`src/rtl/cntrd_pkg.sv`:
```
package cntrd_pkg;
  localparam int WORD_W   = 32;
  localparam int OVF_BIT  = 31;
  localparam int BUSY_BIT = 30;

  // Strobes from control to datapath
  typedef struct packed {
    logic strobe;   // any read request this cycle
    logic inRange;  // domain index is implemented
    logic selHigh;  // high word requested
  } rdCmd_t;
endpackage

```
`src/rtl/cntrd_ctrl.sv`:
```
module cntrd_ctrl
  import cntrd_pkg::*;
#(
  parameter int NUM_DOMAINS = 3,
  parameter int DOM_W       = 2
) (
  input  logic                   rdStrobe,
  input  logic                   rdHigh,
  input  logic [DOM_W-1:0]       rdDomain,
  output rdCmd_t                 cmd,
  output logic [NUM_DOMAINS-1:0] domSel
);
  logic inRange;

  always_comb begin
    inRange     = ({1'b0, rdDomain} < (DOM_W+1)'(NUM_DOMAINS));
    cmd.strobe  = rdStrobe;
    cmd.inRange = inRange;
    cmd.selHigh = rdHigh;
  end

  // One-hot domain select, only for valid in-range strobes
  for (genvar i = 0; i < NUM_DOMAINS; i++) begin : gSel
    assign domSel[i] = rdStrobe && inRange && (rdDomain == DOM_W'(i));
  end
endmodule

```
`src/rtl/cntrd_datapath.sv`:
```
module cntrd_datapath
  import cntrd_pkg::*;
#(
  parameter int CNT_WIDTH   = 48,
  parameter int NUM_DOMAINS = 3
) (
  input  logic                   clk,
  input  logic                   rstN,
  input  logic [CNT_WIDTH-1:0]   counterIn,
  input  rdCmd_t                 cmd,
  input  logic [NUM_DOMAINS-1:0] domSel,
  output logic [WORD_W-1:0]      rdData,
  output logic                   rdValid
);
  // Upper part width; CNT_WIDTH must lie in 33..62
  localparam int HI_W = CNT_WIDTH - WORD_W;

  logic [WORD_W-1:0]      prevLow;
  logic                   wrapNow;
  logic [NUM_DOMAINS-1:0] stickyQ;
  logic                   ovfSel;
  logic [WORD_W-1:0]      hiWord;

  always_ff @(posedge clk or negedge rstN) begin
    if (!rstN) prevLow <= '0;
    else       prevLow <= counterIn[WORD_W-1:0];
  end

  assign wrapNow = (prevLow == '1) && (counterIn[WORD_W-1:0] == '0);

  for (genvar i = 0; i < NUM_DOMAINS; i++) begin : gDom
    always_ff @(posedge clk or negedge rstN) begin
      if (!rstN)                         stickyQ[i] <= 1'b0;
      else if (domSel[i] && !cmd.selHigh) stickyQ[i] <= 1'b0;
      else if (wrapNow)                  stickyQ[i] <= 1'b1;
    end
  end

  always_comb begin
    ovfSel = (|(stickyQ & domSel)) | (wrapNow & (|domSel));
    hiWord = '0;
    hiWord[HI_W-1:0] = counterIn[CNT_WIDTH-1:WORD_W];
    hiWord[OVF_BIT]  = ovfSel;
    hiWord[BUSY_BIT] = 1'b0;
  end

  always_ff @(posedge clk or negedge rstN) begin
    if (!rstN) begin
      rdData  <= '0;
      rdValid <= 1'b0;
    end else begin
      rdValid <= cmd.strobe;
      if (cmd.strobe && cmd.inRange)
        rdData <= cmd.selHigh ? hiWord : counterIn[WORD_W-1:0];
      else
        rdData <= '0;
    end
  end
endmodule

```
`src/rtl/cntrd_top.sv`:
```
module cntrd_top
  import cntrd_pkg::*;
#(
  parameter int CNT_WIDTH   = 48,
  parameter int NUM_DOMAINS = 3,
  parameter int DOM_W       = (NUM_DOMAINS > 1) ? $clog2(NUM_DOMAINS + 1) : 1
) (
  input  logic                 clk,
  input  logic                 rstN,
  input  logic [CNT_WIDTH-1:0] counterIn,
  input  logic                 rdStrobe,
  input  logic [DOM_W-1:0]     rdDomain,
  input  logic                 rdHigh,
  output logic [31:0]          rdData,
  output logic                 rdValid
);
  rdCmd_t                 cmd;
  logic [NUM_DOMAINS-1:0] domSel;

  cntrd_ctrl #(.NUM_DOMAINS(NUM_DOMAINS), .DOM_W(DOM_W)) uCtrl (
    .rdStrobe(rdStrobe), .rdHigh(rdHigh), .rdDomain(rdDomain),
    .cmd(cmd), .domSel(domSel)
  );

  cntrd_datapath #(.CNT_WIDTH(CNT_WIDTH), .NUM_DOMAINS(NUM_DOMAINS)) uDp (
    .clk(clk), .rstN(rstN), .counterIn(counterIn), .cmd(cmd),
    .domSel(domSel), .rdData(rdData), .rdValid(rdValid)
  );
endmodule

```
`config.mk`:
```
export PLATFORM = sky130hd
export DESIGN_NAME = cntrd_top
export DESIGN_NICKNAME = d
export VERILOG_FILES = /design/src/rtl/cntrd_pkg.sv /design/src/rtl/cntrd_ctrl.sv /design/src/rtl/cntrd_datapath.sv /design/src/rtl/cntrd_top.sv
export SDC_FILE = /design/constraint.sdc
export NUM_CORES = 1
export LEC_CHECK = 0
export ABC_AREA = 1
export CORE_UTILIZATION = 49
export CTS_BUF_LIST = sky130_fd_sc_hd__clkbuf_4 sky130_fd_sc_hd__clkbuf_8
export DETAILED_ROUTE_END_ITERATION = 8
export GPL_ROUTABILITY_DRIVEN = 0
export PLACE_DENSITY = 0.93
export SETUP_SLACK_MARGIN = 0.4
export SLEW_MARGIN = 20
export SYNTH_ARGS = -nofsm -noshare
export SYNTH_HDL_FRONTEND = slang
export SYNTH_SLANG_ARGS = --single-unit
```
`constraint.sdc`:
```
create_clock -name clk -period 1.96 [get_ports clk]
set_clock_uncertainty 0.15 [all_clocks]
set_input_delay 0.294 -clock clk [delete_from_list [all_inputs] [get_ports clk]]
set_output_delay 0.294 -clock clk [all_outputs]
set_load 0.02 [all_outputs]
```
# ---- Yosys cells after proc, flatten, opt, wreduce, memory -nomap -nowiden
# Cells that the tools add are included.
dict set report classes {
  n_eq_ne 3
  n_mux 6
  order_cmp 1
  n_bitwise 3
  n_reduce_logical 16
}
# operator n
set ops {}
lappend ops {{$mux W32} 2}
lappend ops {{$eq A32 B32 Y1 const B} 1}
lappend ops {{$logic_not A32 Y1} 1}
lappend ops {{$logic_and A1 B1 Y1} 8}
lappend ops {{$reduce_bool A2 Y1} 3}
lappend ops {{$reduce_or A3 Y1} 2}
lappend ops {{$mux W1} 4}
lappend ops {{$and A3 B3 Y3} 1}
lappend ops {{$eq A2 B1 Y1 const B} 1}
lappend ops {{$eq A2 B2 Y1 const B} 1}
lappend ops {{$logic_not A2 Y1} 1}
lappend ops {{$lt A2 B2 Y1 const B} 1}
lappend ops {{$and A1 B1 Y1} 1}
lappend ops {{$logic_not A1 Y1} 1}
lappend ops {{$or A1 B1 Y1} 1}
dict set report word_totals {
  regBits 68
  wordCells 35
}

# ---- Logic depth before layout (Yosys ltp)
dict set report depth {
  word_depth 8
  depth_mapped 8
}

# ---- By module
# From an unflattened synthesis, not the netlist that was laid out.
dict set report unflattened {
  hier_cells 250
  area_unflattened_um2 2452.4
}
# module area_each_um2 seq_area_each_um2 instances cells_per_inst
set by_module_without_submodules {}
lappend by_module_without_submodules {cntrd_datapath 2396.0 1701.6 1 238}
lappend by_module_without_submodules {cntrd_ctrl 56.3 0.0 1 12}

# ---- Worst setup path before layout
# OpenSTA, ideal clock, no wires.
dict set report synth_timing {
  path_kind {input to register}
  start {input counterIn[23]}
  end {register uDp.rdData[31]}
  slack_ns 0.878
  arrival_time_ns 0.855
  required_ns 1.733
  stages 7
  setup_ns 0.077
  cell_sequence {nor2_1 > nand2_1 > nor2_1 > nand2_1 > nor2_2 > nand2_2 > a21oi_1}
}
dict set report synth_via {
  elab_chain_len 6
}
# item line
set synth_rtl {}
lappend synth_rtl {{start: declaration} cntrd_top.sv:10} ;# input logic [CNT_WIDTH-1:0] counterIn,
lappend synth_rtl {{$logic_not A32 Y1} cntrd_datapath.sv:29} ;# assign wrapNow = (prevLow == '1) && (counterIn[WORD_W-1:0] == '0);
lappend synth_rtl {{$logic_and A1 B1 Y1} cntrd_datapath.sv:29}
lappend synth_rtl {{$and A1 B1 Y1} cntrd_datapath.sv:40} ;# ovfSel = (|(stickyQ & domSel)) | (wrapNow & (|domSel));
lappend synth_rtl {{$or A1 B1 Y1} cntrd_datapath.sv:40}
lappend synth_rtl {{$mux W32} cntrd_datapath.sv:54} ;# rdData <= cmd.selHigh ? hiWord : counterIn[WORD_W-1:0];
lappend synth_rtl {{$mux W32} cntrd_datapath.sv:53} ;# if (cmd.strobe && cmd.inRange)
lappend synth_rtl {{end signal: assignment} cntrd_datapath.sv:54}
lappend synth_rtl {{end: declaration} cntrd_datapath.sv:12} ;# output logic [WORD_W-1:0] rdData,
# No other way between the ends.
# A chain may end at the register's enable or synchronous reset.

# ---- Worst setup path in the final report
dict set report layout_timing {
  start {register uDp.rdData[12]}
  end {output rdData[12]}
}
# item line
set layout_rtl {}
lappend layout_rtl {{end: declaration} cntrd_top.sv:14} ;# output logic [31:0] rdData,
# No word-level cell between the ends.

==> flow_summary.ini <==
[sta]
tightest_slew_ps = 342
finalCritPeriodShare = 0.756
finalHoldViolations = 0
fin_crit_ps = 1480
finalSetupViolCount = 0
maxSlewViolCount = 0
holdWs_ps = 49.4
fin_setup_tns_ps = 0
rsz0062_at_grt = no
fmax_ghz = 0.675
maxSlewHeadroom = 0.772

[worst_setup_path]
critPathSlowestCell = dfrtp_1
r2r-end = uDp.rdData[31]
critPathCaptureType = output pin
rr_startpoint = uDp.prevLow[19]
startpoint = uDp.rdData[12]
critical_path_buf_inv_count = 1
required_ps = 1520
r2r_slack_ps = 710
cp.depth = 1
arrival_ps = 1040
cp_cell_sequence = dlygate4sd2_1
rr_worst_depth = 8
start_kind = flop
crit_fanout = 1
path_delay_family = flip-flops
critical-path-max-stage-delay_ps = 390
worst-setup-path-type = reg -> out

[layout]
final_cell_mix = 77 x nand2_1, 68 x dfrtp_1, 51 x clkdlybuf4s50_1
final_common_cell = nand2_1
antennaDiodeCount = 0
fill_cells = 358
final_cell_count_no_fill = 413
fin_nets = 395
area_growth_pct = 45.2
drive_gt1_frac = 0.0809

[grt]
grt_pass1_vias = 1983
grt_first_pass_wirelength_microns = 8990
grt_usage = 0.235
grt_max_degree = 69
grt_overflow = 0
antenna_found_initial = 0

[yosys]
ys_warn_count = 0
ys_seq_area_frac = 0.699
synth_fp_nets = 300
synth_seq_cells = 68
synth.top_cell.area_share = 0.699
synth_area_leader_cell = dfrtp_1
synth_area_sq_um = 2430
synthCells = 246
yosys.cell_types.count = 18
postSynthAreaPerCell_sq_um = 9.90
synth_area_leaders = dfrtp_1 70%, nand2_1 12%, nor2_1 6.5%

[clocking]
cts_root_buf = clkbuf_8
clockBufferDepth = 2
clock-sinks = 68
cts_tree = yes
clk_latency_ps = 330
cts_max_level = 3
path_clk_slew_ps = 70
postCtsSetupBuffers = 0
cts_made_buffers = 9

[die]
core-area_sq_um = 4750
die_area_sq_um = 5250
initial_core_util = 0.512
rows = 25
die-height_microns = 72.5
die_w_microns = 72.5
ios = 87

[route]
drt-pass1-iter-count = 4
antenna_left = 0
vias = 1966
wirelength_microns = 5430
avgViaCountPerCell = 4.76
drc = 0
drtIter0Drc = 115
routedWlPerCell_microns = 13.1

[pwr]
internal-power_mw = 2.19
p_sw_frac = 0.236
ir_worst_vdd_v = 0.000593
pwr-share-clk = 0.355
comb_power_share = 0.124
cellPowerDensity_nw_per_um2 = 810
power_leakage_nw = 1.81
switching_power_mw = 0.677
seqPwrFrac = 0.521

[placement]
dp.cells = 396
place_hpwl_microns = 3950
portBuffers = 86

[status]
status = complete, no violations

[flow_run]
maxCapViolCount = 0

[min_path]
holdPathEnd = uDp.prevLow[31]
whs_path_depth = 1
hold_path.class = in -> reg
worstHoldStart = counterIn[31]
worst max-delay path by stage:
stage / endpoint
4_1_cts: rdData[31]
3_5_place_dp: uDp.rdData[31]
3_3_place_gp: uDp.rdData[20]
6_report: rdData[12]
2_1_floorplan: uDp.rdData[31]
5_1_grt: uDp.rdData[31]
state kept, by name, indices dropped and copies added, names as in the netlist:
| name | cells |
|---|---|
| uDp.rdData | 32 |
| uDp.rdValid | 1 |
| uDp.stickyQ | 3 |
| uDp.prevLow | 32 |
power groups by stage:
stage               clock network [mW]  logic [mW]  registers (mW)
CTS                               1.04       0.360            1.49
global placement                     0       0.369            1.52
floorplan                            0      0.0903            1.56
finish                            1.01       0.356            1.49
global route                      1.11       0.393            1.50
detailed placement                   0       0.381            1.52
synthesized netlist by cell type, drive strengths merged:
library cell / n
nand2: 78
dfrtp: 68
nor2: 44
a21oi: 20
inv: 17
buf: 7
nand4: 3
nand3: 2
o21ai: 2
clkbuf: 1
clkinv: 1
nor3: 1
nor4: 1
o21bai: 1
cell families (layout without fill, tap and decap cells):
logic type	count (synthesis)	in the layout	share of synthesized area
simple gates	129	129	0.208
flops	68	68	0.699
buf+inv	26	126	0.0437
compound gates	23	23	0.0498
metrics by stage:
stage                     total power [mW]  setup WS, ps  cell area [sq um]  utilization
after floorplan                       1.65           878               2430            -
after global placement                1.88           286               3390        0.712
after global routing                  3.00           423               3530        0.743
final                                 2.86           479               3530        0.743
after CTS                             2.89           475               3530        0.743
after detailed placement              1.90           201               3390        0.712
per-layer routing:
layer  GRT usage  wire [microns]  part of all wire
met1       0.286            2170              0.40
met2       0.386            2830              0.52
met3      0.0597             301             0.055
met4       0.129             129             0.024
met5           0               0                 0
worst register-to-register path: cells and delay by family (launching register included):
kind            cells  cell delay, ps
flops               1             330
compound gates      1             160
simple gates        6             490
buf+inv             1              50
area by class of cell:
type,count,area (sq um),share of cell area
Clock inverter,2,10.0,0.00283
Inverter,18,67.6,0.0191
Timing Repair Buffer,92,877,0.248
Clock buffer,14,168,0.0474
Multi-Input combinational cell,152,627,0.177
Sequential cell,68,1700,0.481
Tap cell,67,83.8,0.0237
what timing repair did:
item                                   in CTS  in global routing
setup endpoints to repair                  33                  1
hold buffers                                1                  0
gates resized for setup                    33                  1
endpoints found under the hold margin      68                  0
(Power assumes the default switching activity.)
